--- src/rtl/rsv_pkg.sv ---
package rsv_pkg;
  localparam int unsigned WORD_W  = 64;
  localparam int unsigned CAP_W   = 32;
  localparam int unsigned CAP_BIT = 30;
  typedef logic [WORD_W-1:0] word_t;
endpackage

--- src/rtl/rsv_fifo.sv ---
module rsv_fifo #(
  parameter int unsigned DEPTH = 4
) (
  input  logic            clk,
  input  logic            rst_n,
  input  logic            push,
  input  rsv_pkg::word_t  push_word,
  input  logic            pop,
  output rsv_pkg::word_t  head_word,
  output logic            empty,
  output logic            full
);
  localparam int unsigned AW = (DEPTH > 1) ? $clog2(DEPTH) : 1;
  localparam int unsigned CW = AW + 1;
  localparam logic [CW-1:0] DEPTH_C = CW'(DEPTH);

  rsv_pkg::word_t mem_q [DEPTH];
  logic [AW-1:0] rd_q, rd_d, wr_q, wr_d;
  logic [CW-1:0] cnt_q, cnt_d;

  function automatic logic [AW-1:0] bump(input logic [AW-1:0] p);
    return (p == AW'(DEPTH - 1)) ? '0 : p + 1'b1;
  endfunction

  always_comb begin
    rd_d  = pop  ? bump(rd_q) : rd_q;
    wr_d  = push ? bump(wr_q) : wr_q;
    cnt_d = cnt_q;
    if (push && !pop) cnt_d = cnt_q + 1'b1;
    if (pop && !push) cnt_d = cnt_q - 1'b1;
  end

  always_ff @(posedge clk or negedge rst_n) begin
    if (!rst_n) begin
      rd_q  <= '0;
      wr_q  <= '0;
      cnt_q <= '0;
    end else begin
      rd_q  <= rd_d;
      wr_q  <= wr_d;
      cnt_q <= cnt_d;
    end
  end

  generate
    for (genvar g = 0; g < DEPTH; g++) begin : g_slot
      always_ff @(posedge clk) begin
        if (push && (wr_q == AW'(g))) mem_q[g] <= push_word;
      end
    end
  endgenerate

  assign head_word = mem_q[rd_q];
  assign empty     = (cnt_q == '0);
  assign full      = (cnt_q == DEPTH_C);

  a_r7_no_overflow: assert property (@(posedge clk) disable iff (!rst_n)
    cnt_q <= DEPTH_C);
  a_r7_push_room: assert property (@(posedge clk) disable iff (!rst_n)
    (push && full) |-> pop);
  a_r4_no_pop_empty: assert property (@(posedge clk) disable iff (!rst_n)
    !(pop && empty));
endmodule

--- src/rtl/rsv_monitor.sv ---
module rsv_monitor #(
  parameter int unsigned CNT_W = 16
) (
  input  logic             clk,
  input  logic             rst_n,
  input  logic             gen_valid,
  input  logic             gen_fail,
  input  logic [CNT_W-1:0] interval,
  output logic             health_err,
  output logic             reseed_req
);
  logic [CNT_W-1:0] cnt_q, cnt_d;
  logic [CNT_W:0]   cnt_inc;
  logic             hit, err_q, err_d, pulse_q, pulse_d;

  always_comb begin
    cnt_inc = {1'b0, cnt_q} + 1'b1;
    hit     = gen_valid && (interval != '0) && (cnt_inc >= {1'b0, interval});
    cnt_d   = cnt_q;
    if (gen_valid) cnt_d = hit ? '0 : cnt_inc[CNT_W-1:0];
    pulse_d = hit;
    err_d   = err_q | (gen_valid & gen_fail);
  end

  always_ff @(posedge clk or negedge rst_n) begin
    if (!rst_n) begin
      cnt_q   <= '0;
      err_q   <= 1'b0;
      pulse_q <= 1'b0;
    end else begin
      cnt_q   <= cnt_d;
      err_q   <= err_d;
      pulse_q <= pulse_d;
    end
  end

  assign health_err = err_q;
  assign reseed_req = pulse_q;

  a_r6_sticky: assert property (@(posedge clk) disable iff (!rst_n)
    health_err |=> health_err);
  a_r6_cause: assert property (@(posedge clk) disable iff (!rst_n)
    $rose(health_err) |-> $past(gen_valid && gen_fail));
  a_r10_after_word: assert property (@(posedge clk) disable iff (!rst_n)
    reseed_req |-> $past(gen_valid));
endmodule

--- src/rtl/rand_serve.sv ---
module rand_serve #(
  parameter int unsigned DEPTH = 4,
  parameter int unsigned CNT_W = 16
) (
  input  logic                         clk,
  input  logic                         rst_n,
  input  logic [rsv_pkg::WORD_W-1:0]   gen_word,
  input  logic                         gen_valid,
  input  logic                         gen_fail,
  input  logic [CNT_W-1:0]             reseed_every,
  input  logic                         req,
  output logic                         rsp_valid,
  output logic                         rsp_carry,
  output logic [rsv_pkg::WORD_W-1:0]   rsp_data,
  output logic                         health_err,
  output logic                         reseed_req,
  output logic [rsv_pkg::CAP_W-1:0]    cap_word
);
  import rsv_pkg::*;

  logic [1:0] rst_sync_q;
  logic       rst_i_n;

  always_ff @(posedge clk or negedge rst_n) begin
    if (!rst_n) rst_sync_q <= 2'b00;
    else        rst_sync_q <= {rst_sync_q[0], 1'b1};
  end
  assign rst_i_n = rst_sync_q[1];

  word_t head;
  logic  empty, full, pop, push;
  logic  vld_q, vld_d, car_q, car_d;
  word_t dat_q, dat_d;

  always_comb begin
    pop   = req && !empty;
    push  = gen_valid && !gen_fail && (!full || pop);
    vld_d = req;
    car_d = pop;
    dat_d = pop ? head : '0;
  end

  always_ff @(posedge clk or negedge rst_i_n) begin
    if (!rst_i_n) begin
      vld_q <= 1'b0;
      car_q <= 1'b0;
      dat_q <= '0;
    end else begin
      vld_q <= vld_d;
      car_q <= car_d;
      dat_q <= dat_d;
    end
  end

  rsv_fifo #(.DEPTH(DEPTH)) u_fifo (
    .clk(clk), .rst_n(rst_i_n), .push(push), .push_word(gen_word),
    .pop(pop), .head_word(head), .empty(empty), .full(full)
  );

  rsv_monitor #(.CNT_W(CNT_W)) u_mon (
    .clk(clk), .rst_n(rst_i_n), .gen_valid(gen_valid), .gen_fail(gen_fail),
    .interval(reseed_every), .health_err(health_err), .reseed_req(reseed_req)
  );

  assign rsp_valid = vld_q;
  assign rsp_carry = car_q;
  assign rsp_data  = dat_q;
  assign cap_word  = CAP_W'(1) << CAP_BIT;

  a_r2_answer: assert property (@(posedge clk) disable iff (!rst_i_n)
    req |=> rsp_valid);
  a_r2_no_spurious: assert property (@(posedge clk) disable iff (!rst_i_n)
    rsp_valid |-> $past(req));
  a_r4_nodata_zero: assert property (@(posedge clk) disable iff (!rst_i_n)
    (rsp_valid && !rsp_carry) |-> (rsp_data == '0));
  a_r3_carry_needs_rsp: assert property (@(posedge clk) disable iff (!rst_i_n)
    rsp_carry |-> rsp_valid);
endmodule

--- config.mk ---
export PLATFORM = sky130hd
export DESIGN_NAME = rand_serve
export DESIGN_NICKNAME = d
export VERILOG_FILES = /design/src/rtl/rsv_pkg.sv /design/src/rtl/rsv_fifo.sv /design/src/rtl/rsv_monitor.sv /design/src/rtl/rand_serve.sv
export SDC_FILE = /design/constraint.sdc
export NUM_CORES = 1
export LEC_CHECK = 0
export BUFFER_PORTS_ARGS = -buffer_cell sky130_fd_sc_hd__buf_2
export CORE_MARGIN = 2
export CORE_UTILIZATION = 55
export CTS_BUF_LIST = sky130_fd_sc_hd__clkbuf_2 sky130_fd_sc_hd__clkbuf_4 sky130_fd_sc_hd__clkbuf_8
export DETAILED_ROUTE_END_ITERATION = 8
export GPL_TIMING_DRIVEN = 0
export PLACE_DENSITY = 0.85
export REMOVE_ABC_BUFFERS = 1
export SLEW_MARGIN = 10
export SYNTH_ARGS = -nofsm -noshare
export SYNTH_HDL_FRONTEND = slang
export SYNTH_SLANG_ARGS = --single-unit
--- constraint.sdc ---
create_clock -name clk -period 3.8 [get_ports clk]
set_input_delay 0.19 -clock clk [delete_from_list [all_inputs] [get_ports clk]]
set_output_delay 0.19 -clock clk [all_outputs]
set_load 0.05 [all_outputs]
* After elaboration in Yosys (flattened, before gate mapping)
Memories as Yosys holds them, arrays and structs flattened.
Index checks and enable logic that the tools add are counted.
W data, S select, Z words.
** Storage, ports and cells
- Bits in registers :: 93
- Bits in latches :: 0
- Bits in writable memories :: 256
- Memory bits (read-only) :: 0
- Bits of input ports :: 85
- Output and inout bits :: 100
- Word-level logic and storage cells :: 71
- Memories kept :: 1
** Operators by class
- Add/subtract/negate cells :: 5
- $mul :: 0
- Divide/modulo/power cells :: 0
- Magnitude comparators :: 1
- Equal/unequal tests :: 5
- Shifts and indexed selects :: 0
- Multiplexer cells :: 23
- Bitwise logic cells :: 2
- Reduce and logical (&&, ||, !) cells :: 24
** Memories
- u_fifo.mem_q :: depth 4, width 64, rd ports 1, clocked after Yosys merged registers in 0, wr ports 1, line rsv_fifo.sv:17 : rsv_pkg::word_t mem_q [DEPTH];
** Operators with widths (count)
- $mux W64 :: 4
- $reduce_or A64 Y1 :: 3
- $add A16 B1 Y17 const B :: 1
- $ge A17 B16 Y1 :: 1
- $mux W16 :: 1
- $reduce_bool A16 Y1 :: 1
- $logic_and A1 B1 Y1 :: 11
- $mux W1 :: 11
- $mux W2 :: 5
- $eq A2 B2 Y1 const B :: 3
- $mux W3 :: 2
- $logic_not A1 Y1 :: 5
- $add A2 B1 Y2 const B :: 2
- $add A3 B1 Y3 const B :: 1
- $eq A3 B3 Y1 const B :: 1
- $logic_not A3 Y1 :: 1
- $sub A3 B1 Y3 const B :: 1
- $eq A2 B1 Y1 const B :: 1
- $logic_not A2 Y1 :: 1
- $reduce_bool A2 Y1 :: 1
- $and A1 B1 Y1 :: 1
- $logic_or A1 B1 Y1 :: 1
- $or A1 B1 Y1 :: 1

* Longest topological paths before layout
Gate-level depths: netlist of run 1.
- Depth after elaboration :: 12
- Mapped depth :: 14
- Mapped depth without buffers :: 11

* Hierarchy
Synthesis of run 1 repeated with hierarchy kept, for this count alone.
** Unflattened totals
- Cells, all modules :: 729
- Area, all modules :: 13794.5 µm²
** By module, submodules not included
- rsv_fifo :: instances 1, cells an instance 372, area each 9649.3 µm², seq. area each 7862.5 µm²
- rand_serve :: instances 1, cells an instance 177, area each 2446.1 µm², seq. area each 1701.6 µm²
- rsv_monitor :: instances 1, cells an instance 180, area each 1699.1 µm², seq. area each 450.4 µm²

* Worst setup path after synthesis of run 1
Ideal clock, no wire load.
- Kind :: flip-flop to flip-flop
- From :: register u_mon.cnt_q[0]
- To :: register u_mon.cnt_q[10]
- Library setup time :: 0.087 ns
- Arrival time :: 2.817 ns
- Data required time :: 3.713 ns
- Setup slack :: 0.896 ns
- Cell stages (with the launch flop) :: 13
- Path buffers :: 2
- Clock period less this slack :: 2.904 ns
- Path through :: dfrtp_1 > ha_1 > clkbuf_1 > inv_1 > nor4_1 > xor2_1 > ha_1 > and3_1 > a221o_1 > a32oi_2 > nor2b_4 > buf_6 > a211oi_2
** Between the ends
- Word-level cells in the longest chain between the ends :: 4
** Ends and longest elaborated chain
- start, declared :: line rsv_monitor.sv:12 : logic [CNT_W-1:0] cnt_q, cnt_d;
- start signal, assigned :: line rsv_monitor.sv:31 : cnt_q <= cnt_d;
- $add A16 B1 Y17 (*) :: line rsv_monitor.sv:17 : cnt_inc = {1'b0, cnt_q} + 1'b1;
- $ge A17 B16 Y1 :: line rsv_monitor.sv:18 : hit = gen_valid && (interval != '0) && (cnt_inc >= {1'b0, interval});
- $logic_and A1 B1 Y1 :: line rsv_monitor.sv:18
- $mux W16 (*) :: line rsv_monitor.sv:20 : if (gen_valid) cnt_d = hit ? '0 : cnt_inc[CNT_W-1:0];
Every way passes the cells marked *; elsewhere a longest branch is shown, timed or not.
A chain may end at the register's enable or synchronous reset.

* Final worst setup path of run 1
- From :: register u_mon.cnt_q[0]
- To :: register u_mon.cnt_q[5]
The elaborated chain is that of the path after synthesis.

==> run summary, run 1 <==
Buffers placed on the I/O ports in this run total 152. Of the cells placed in the final design, the portion with a size suffix greater than 1 is 33.2%. For the normalized max-slew margin, the log shows 45.0%.

After synthesis, flip-flops and latches occupy 73.1% of the total area. The analysis attributes to cell leakage a power of 6.50 nW. Summing every instance area after synthesis gives 13700 µm². The final critical-path share of the clock period came out at 87.2%. For flop-to-flop paths, the worst setup slack is 0.49 ns. The floorplan die width is 162 µm. The layer flagged by global routing as most heavily used is met2.

CTS placed an instance of sky130_fd_sc_hd__clkbuf_8 at the clock tree root. The number of cells on the worst reg-to-reg path works out to 11. The logs give 56.1% for the initial cell density of the core and 36.6% for the fraction of met2 tracks used by global routing.

Global routing used 4.72% of the available met3 tracks. Registers take 10000 µm². The worst setup path is of the flop to flop kind. Sequential cells account for 44.6% of the total power. The path with the worst hold slack has its endpoint at u_mon.cnt_q[1]$_DFFE_PN0P_. 185 I/O pins were placed.

For this run, design rule violations remaining after detail routing come to 0. Setup violations remaining at the end of the flow were counted as 0. The violation count after the first detailed-routing iteration was 408; the die outline area was 26200 µm².

The run gives 28.1% as the clock network fraction of total power. Before antenna repair, the detailed router went through 4 iterations. STA puts the critical path data required time at 4.19 ns. The logs give 0.488 ns for the slack of the critical path and 302 MHz for the highest attainable clock frequency. The net count of the finished layout is 1101. The sum of negative setup slack is 0 ns. In the synthesized netlist the async set-or-reset flop fraction comes to 26.6%. Entering global routing, the biggest net connects 52 pins. The tools report the capture instance of the worst register-to-register path as u_mon.cnt_q[5]$_DFFE_PN0P_.

The start point of the worst hold path is reseed_every[0]. The number of placement rows came out at 57. From synthesis to final layout, the design area changed by 21.4%. The first global-routing pass estimated 42.2 mm of wire. Power comes to 11.5 mW. The worst hold slack is 0.166 ns. The logs give 0.540 ns for the pre-CTS worst setup slack and 0 for the max-cap check violation count. The tools report the number of inserted filler cells in the final layout as 1579. For this run, the total global-route usage over all layers was measured as 21.1%. The net switching fraction of the power came out at 32.7%. The worst-margin pin slew came out at 0.826 ns.

In this run the deepest clock path goes through 3 buffers. Averaged over all synthesized cells, the footprint is 18.5 µm². The worst hold path was traced through 6 stages. The maximum level of the CTS H-tree is 2, and the cell count after placement is 1192. The post-CTS resize count was 0; the net switching component of the power was 3.75 mW.

Clock-pin slew was measured on the worst setup and hold paths at 0.06 ns. The number of max-slew violations in the final report is 0, and the number of synthesized flops with an enable pin is 256. Clock tree synthesis inserted a total of 53 buffers. In the final routed layout, each cell accounts on average for 19.8 µm.

The internal power of the cells totals 7.74 mW. In this run, distinct cell masters in the synthesized netlist total 43. The highest ir drop seen on vdd was 520 µV. The top flip-flop cell by instance count after synthesis was sky130_fd_sc_hd__edfxtp_1. TritonCTS built the clock tree. The detailed-route wire length is 27.0 mm, and the placer's final routability congestion estimate is 0.816.

The floorplan step set the die height to 162 µm. The routed layout has 7226 vias. The number of global-route vias before repair was 7778; the clock latency on the worst-skew pair was 0.58 ns. For this design, the sink count on the clock tree is 349.

The detail route stage leaves a number of antenna-violating nets equal to 0. The worst setup path is captured at a flop. The run finished with clean final reports. The maximum fanout count along the critical path came out at 17. STA puts the critical path data arrival time at 3.70 ns.

Number of antenna violations at the first check in global routing: 0. Per report_power, the combinational group accounts for 27.3% of the total. The synthesized design contains 349 register bits. Setup repair after global routing left no endpoint under its margin. The total inserted antenna cells came out at 0. STA classifies the critical path startpoint as a flop.

Dividing the detail-routed via count by the number of cells gives 5.31. The clock arrives with 0.0389 ns of skew. Critical path launch point: u_mon.cnt_q[0]$_DFFE_PN0P_.

For this design the ratio of total power to cell area is 691 nW/µm². Detailed placement ended at an HPWL of 15.1 mm. The startpoint identified for the worst register-to-register timing path is u_mon.cnt_q[0]$_DFFE_PN0P_. The worst path in the final design needs a cycle of 3.31 ns, including I/O delays and setup.

The number of endpoints with negative hold slack in the final report was 0; the core area was 24400 µm². The logs give 3310 µm² for the area taken by multi-input logic gates and 0 for the number of warning messages in the yosys log. The type of the worst min-delay path is input pin to flop. The logs give 0 for the total congestion overflow and 741 for the synthesized instance count. Global routing consumed, on the met1 layer, 27.3% of the routing resources. For the final non-filler cell total, the log shows 1362.
layout by cell type, fill, tap and decap left out, types with 23 or more instances in the layout:
cell,instances
sky130_fd_sc_hd__edfxtp_1,256
sky130_fd_sc_hd__buf_2,152
sky130_fd_sc_hd__dfrtp_1,90
sky130_fd_sc_hd__dlygate4sd3_1,70
sky130_fd_sc_hd__and2_1,66
sky130_fd_sc_hd__mux4_2,64
sky130_fd_sc_hd__clkbuf_8,60
sky130_fd_sc_hd__conb_1,33
sky130_fd_sc_hd__nand2_1,25
sky130_fd_sc_hd__inv_1,23
sky130_fd_sc_hd__clkbuf_4,23
worst max-delay path by stage:
stage / cells past startpoint / slack, ns / endpoint
2_1_floorplan: 2 / 0.27 / rsp_data[0]$_DFF_PN0_
5_1_grt: 11 / 0.20 / u_mon.cnt_q[5]$_DFFE_PN0P_
4_1_cts: 11 / 0.49 / u_mon.cnt_q[5]$_DFFE_PN0P_
6_report: 11 / 0.49 / u_mon.cnt_q[5]$_DFFE_PN0P_
3_3_place_gp: 2 / -0.93 / rsp_data[16]$_DFF_PN0_
3_5_place_dp: 11 / 0.54 / u_mon.cnt_q[5]$_DFFE_PN0P_
layer usage:
metal / part of all wire (%) / vias to the layer above / wire, µm
met5: 0 / - / 0
met4: 1.8 / 0 / 491
met3: 5.7 / 43 / 1530
met2: 51 / 242 / 13900
met1: 41 / 3695 / 11100
li1: - / 3246 / -
timing repair:
| action | CTS | global route |
|---|---|---|
| hold endpoints to repair | 262 | 0 |
| hold buffers | 70 | 0 |
| buffers inserted | 0 | 0 |
power groups by stage:
stage          logic [mW]  clock network, mW  registers [mW]
4_1_cts              3.16               3.27            5.13
6_report             3.14               3.22            5.12
5_1_grt              3.35               3.46            5.19
3_3_place_gp         2.89                  0            5.40
2_1_floorplan        1.34                  0            6.10
3_5_place_dp         3.10                  0            5.19
worst max-delay path, stage by stage, from the launching register on:
cell and delay, ns:
sky130_fd_sc_hd__dfrtp_1 0.50, sky130_fd_sc_hd__ha_1 0.40, sky130_fd_sc_hd__inv_1 0.14, sky130_fd_sc_hd__nor3_4 0.26
sky130_fd_sc_hd__nand2_1 0.10, sky130_fd_sc_hd__xnor2_1 0.15, sky130_fd_sc_hd__ha_1 0.30, sky130_fd_sc_hd__and3_1 0.20
sky130_fd_sc_hd__nand3_1 0.10, sky130_fd_sc_hd__nor3_1 0.18, sky130_fd_sc_hd__a21o_1 0.62, sky130_fd_sc_hd__a211oi_1 0.18
flip-flops by register name, indices dropped and copies added (netlist names), 2 cells and up:
name / count
u_fifo.cnt_q: 3
u_fifo.rd_q: 2
u_fifo.wr_q: 2
u_mon.cnt_q: 16
u_fifo.mem_q: 256
rst_sync_q: 2
rsp_data: 64
cell usage after synthesis (6+ instances only):
cell                       instances  area, µm²
sky130_fd_sc_hd__xor2_1           14        123
sky130_fd_sc_hd__o21ai_0           6       30.0
sky130_fd_sc_hd__ha_1             22        275
sky130_fd_sc_hd__buf_4            34        255
sky130_fd_sc_hd__nor4_1            6       37.5
sky130_fd_sc_hd__nand3_1          10       50.1
sky130_fd_sc_hd__mux4_2           64       1440
sky130_fd_sc_hd__dfrtp_1          93       2330
sky130_fd_sc_hd__nor3_1            6       30.0
sky130_fd_sc_hd__and2_1           70        438
sky130_fd_sc_hd__a21oi_1           8       40.0
sky130_fd_sc_hd__nor2_1            8       30.0
sky130_fd_sc_hd__buf_2            13       65.1
sky130_fd_sc_hd__edfxtp_1        256       7690
sky130_fd_sc_hd__nand2_1          25       93.8
sky130_fd_sc_hd__clkbuf_1         13       48.8
sky130_fd_sc_hd__a21o_1            6       45.0
sky130_fd_sc_hd__inv_1            24       90.1
sky130_fd_sc_hd__a211oi_2         10        125
sky130_fd_sc_hd__xnor2_1          16        140
cell type report:
class / count / share of cell area, %
Tap cell: 324 / 2.44
Timing Repair Buffer: 230 / 9.94
Multi-Input combinational cell: 335 / 19.9
Clock inverter: 17 / 0.828
Sequential cell: 349 / 60.3
Inverter: 24 / 0.542
Clock buffer: 83 / 6.01
cells by family after synthesis:
| family | count (synthesis) | share of synthesized area [%] |
|---|---|---|
| flops | 349 | 73.1 |
| buf+inv | 88 | 3.58 |
| other cells | 2 | 0.0548 |
| mux | 64 | 10.5 |
| compound gates | 42 | 2.51 |
| xor+xnor | 30 | 1.92 |
| fa+ha+maj | 23 | 2.16 |
| simple gates | 143 | 6.11 |
per-stage QoR:
step,instance area [µm²],util [%]
finish,16600,68.2
global route,16600,68.2
CTS,16600,68.2
detailed placement,14800,60.6
global placement,14600,59.8
floorplan,13400,-
Power figures use the tool's default switching activity.
==> run 2, diff against run 1 <==
--- a/config.mk
+++ b/config.mk
@@ -7,11 +7,11 @@
 export LEC_CHECK = 0
 export BUFFER_PORTS_ARGS = -buffer_cell sky130_fd_sc_hd__buf_2
 export CORE_MARGIN = 2
-export CORE_UTILIZATION = 55
+export CORE_UTILIZATION = 59
 export CTS_BUF_LIST = sky130_fd_sc_hd__clkbuf_2 sky130_fd_sc_hd__clkbuf_4 sky130_fd_sc_hd__clkbuf_8
 export DETAILED_ROUTE_END_ITERATION = 8
 export GPL_TIMING_DRIVEN = 0
-export PLACE_DENSITY = 0.85
+export PLACE_DENSITY = 0.89
 export REMOVE_ABC_BUFFERS = 1
 export SLEW_MARGIN = 10
 export SYNTH_ARGS = -nofsm -noshare
==> run 2 against run 1 <==
  * Cell count shrank 2.9%
  * Critical path type unchanged
  * Count of clock-buffer cells in the layout up 7
  * Clock skew down 0.023 ns
  * Register-to-register slack lost 0.06 ns
  * Utilization is 4.8 points higher
  * First-iteration DRC count rose by 56%
  * Worst setup slack worse by 0.063 ns
==> run summary, run 2 (synthesized netlist as in run 1, its figures left out) <==
Clock latency on the worst-skew pair: 0.56 ns. The routed design could run at a clock period as short as 3.37 ns. Of the cells placed in the final design, the portion with a size suffix greater than 1 is 33.5%.

Cell with the largest stage delay on the worst path: sky130_fd_sc_hd__a21o_1. The final layout contains routed wiring with a total length of 28.2 mm. Timing would allow up to 296 MHz. The tools report the worst hold slack as 0.169 ns. The total met3 wirelength after detailed routing was 2.05 mm.

Setup repair after global routing left no endpoint under its margin. Launching element type of the critical path: a flop. The post-route cell area was 16600 µm²; the layout net count was 1101. In this run the clock root is driven by a sky130_fd_sc_hd__clkbuf_8. The first routing iteration left 637 violations. The number of max-slew violations in the final report was 0; the data required time at the worst endpoint was 4.20 ns. Type of the worst min-delay path: input pin to flop. The buffer and inverter count on the worst path is 1, and the number of endpoints with negative hold slack in the final report is 0.

Once placement completed, the tool counted placed cells totaling 1154. The run gives 0.445 ns as the pre-CTS worst setup slack. Placer's final routability congestion estimate: 0.813.

In the routed layout, each cell is associated on average with a via count of 5.51. Detailed placement finished with a half-perimeter wire length of 15.5 mm. Once detail routing completed, the nets flagged for antenna violations numbered 0.

For this run the aggregate overflow at the end of global routing stands at 0. The signed area change from the synthesized netlist to the final layout was 21.0%; the number of antenna violations at the first check in global routing was 1. For this design, the CTS-stage hold fixing added 70 buffers. The library cell used most frequently in the layout, excluding fill and tap cells, is sky130_fd_sc_hd__edfxtp_1. Clock-pin slew was measured on the worst setup and hold paths at 0.06 ns. The critical path goes through ha_1, inv_1, nor3_4, nand2_1, xnor2_1, ha_1, and3_1, nand3_1, nor3_1, a21o_1, o21ai_0.

The leakage power is 6.50 nW. The run gives 14800 µm² as the total placed instance area. The kind of cell with the highest combined delay on the critical path was simple AND/OR/NAND/NOR gates. The pre-antenna-repair detailed-routing pass consisted of 4 iterations.

The wire length on met2 is 14.6 mm, and the number of buffers between clock root and the deepest sink is 3. The floorplan step set the die width to 156 µm. The max-cap check violation count is 0, and the final non-filler cell total is 1322. The category of the critical setup timing path was flop to flop.

In the layout the commonest cells are 256 x sky130_fd_sc_hd__edfxtp_1, 152 x sky130_fd_sc_hd__buf_2, 90 x sky130_fd_sc_hd__dfrtp_1. TritonCTS created 52 clock buffers. The register ranked first by flip-flop count was u_fifo.mem_q. The floorplan step defined a die boundary enclosing 24400 µm².

Entering global routing, the biggest net connects 42 pins. The number of placement rows came out at 55. The logs give 0.0156 ns for the final setup skew and 43.1 mm for the wire length of the first global-routing pass. The worst-margin pin slew was 0.812 ns. After detailed routing, the wire length on met1 is 11.0 mm. The tools report the number of top-level pins as 185. The die is 156 µm tall. The largest single stage delay on the critical path is 0.64 ns. For this design the ratio of total power to cell area is 691 nW/µm². The number of setup buffers added after CTS is 0. Global routing consumed, over all layers together, 23.6% of the routing resources. The register with the most flip-flops in the layout has 256 of them. Dividing the final minimum period by the clock period gives 88.8%. The highest ir drop seen on vdd is 514 µV, and the number of buffers inserted by port buffering is 152.

TritonCTS built the clock tree. Data arrives at the worst endpoint at 3.78 ns. The total number of vias came out at 7283. The DRC violation count after routing was 0.

Most used cell along the critical path: sky130_fd_sc_hd__ha_1. The clock tree synthesis step divided the H-tree into 2 levels. The maximum fanout count along the critical path came out at 17.

The run finished with clean final reports. Setup violations remaining at the end of the flow were counted as 0. The post-CTS resize count is 0.

The number of global-route vias before repair is 7759. The top layer used by detailed routing is met4. Dividing the detail-routed wire length by the instance count gives 21.3 µm. The slack of the critical path came out at 0.425 ns. The initial utilization of the core area, before any placement, comes to 60.3%. The normalized max-slew margin came out at 45.9%. The filler cells instantiated in the layout total 1298. Total clock sinks: 349. The worst setup path is captured at a flop. The core area is 22700 µm².
run 2: cell count changes in the layout (fill, tap and decap cells not counted):
cell	delta
sky130_fd_sc_hd__buf_12	+2
sky130_fd_sc_hd__buf_16	-1
sky130_fd_sc_hd__bufinv_16	-2
sky130_fd_sc_hd__clkbuf_4	+4
sky130_fd_sc_hd__clkbuf_8	+3
sky130_fd_sc_hd__clkinv_1	-4
sky130_fd_sc_hd__clkinv_2	-3
sky130_fd_sc_hd__diode_2	+1
sky130_fd_sc_hd__inv_6	-1
run 2: metal layers:
metal	up-vias	global-route usage [%]
met5	-	0
met1	3658	30.8
met2	335	40.2
met3	47	5.59
li1	3243	-
met4	0	7.08
run 2: stage by stage:
| step | setup TNS [ns] | power [mW] | utilization, % |
|---|---|---|---|
| after global routing | 0 | 11.9 | 72.9 |
| after global placement | -218.31 | 8.28 | 64.0 |
| after floorplan | 0 | 7.44 | - |
| after detailed placement | 0 | 8.29 | 65.0 |
| after CTS | 0 | 11.5 | 72.9 |
| final | 0 | 11.4 | 72.9 |
run 2: worst min-delay path: stages:
cell	delay [ns]
sky130_fd_sc_hd__buf_2	0.10
sky130_fd_sc_hd__nor4_2	0.04
sky130_fd_sc_hd__nand4_1	0.11
sky130_fd_sc_hd__nor3_1	0.06
sky130_fd_sc_hd__a21oi_1	0.10
sky130_fd_sc_hd__o21ai_0	0.08
run 2: worst paths after layout:
| path | cells past startpoint | start | endpoint | slack, ns |
|---|---|---|---|---|
| min in group asynchronous | 0 | rst_sync_q[1]$_DFF_PN0_ | rsp_data[46]$_DFF_PN0_ | 0.24 |
| hold reg to reg | 0 | rst_sync_q[1]$_DFF_PN0_ | rsp_data[46]$_DFF_PN0_ | 0.24 |
| max in group asynchronous | 2 | rst_sync_q[1]$_DFF_PN0_ | rsp_data[42]$_DFF_PN0_ | 2.76 |
| hold / removal | 6 | reseed_every[0] | u_mon.cnt_q[0]$_DFFE_PN0P_ | 0.17 |
| setup / recovery | 11 | u_mon.cnt_q[0]$_DFFE_PN0P_ | u_mon.cnt_q[0]$_DFFE_PN0P_ | 0.43 |
| setup reg to reg | 11 | u_mon.cnt_q[0]$_DFFE_PN0P_ | u_mon.cnt_q[0]$_DFFE_PN0P_ | 0.43 |
run 2: layout make-up:
type                    count  area [µm²]  share of cell area, %
well taps                 285         357                   2.15
flip-flops and latches    349       10000                   60.5
diodes                      1        2.50                 0.0151
repair buffers            231        1660                   10.0
inverters                  24        90.1                  0.544
multi-input cells         335        3310                   20.0
clock inverters             7        38.8                  0.234
clock buffers              90        1070                   6.46
run 2: power breakdown:
| part | switching (mW) | internal, mW |
|---|---|---|
| Sequential | 0.423 | 4.71 |
| Combinational | 1.95 | 1.21 |
| Clock | 1.39 | 1.77 |
| Total | 3.76 | 7.69 |
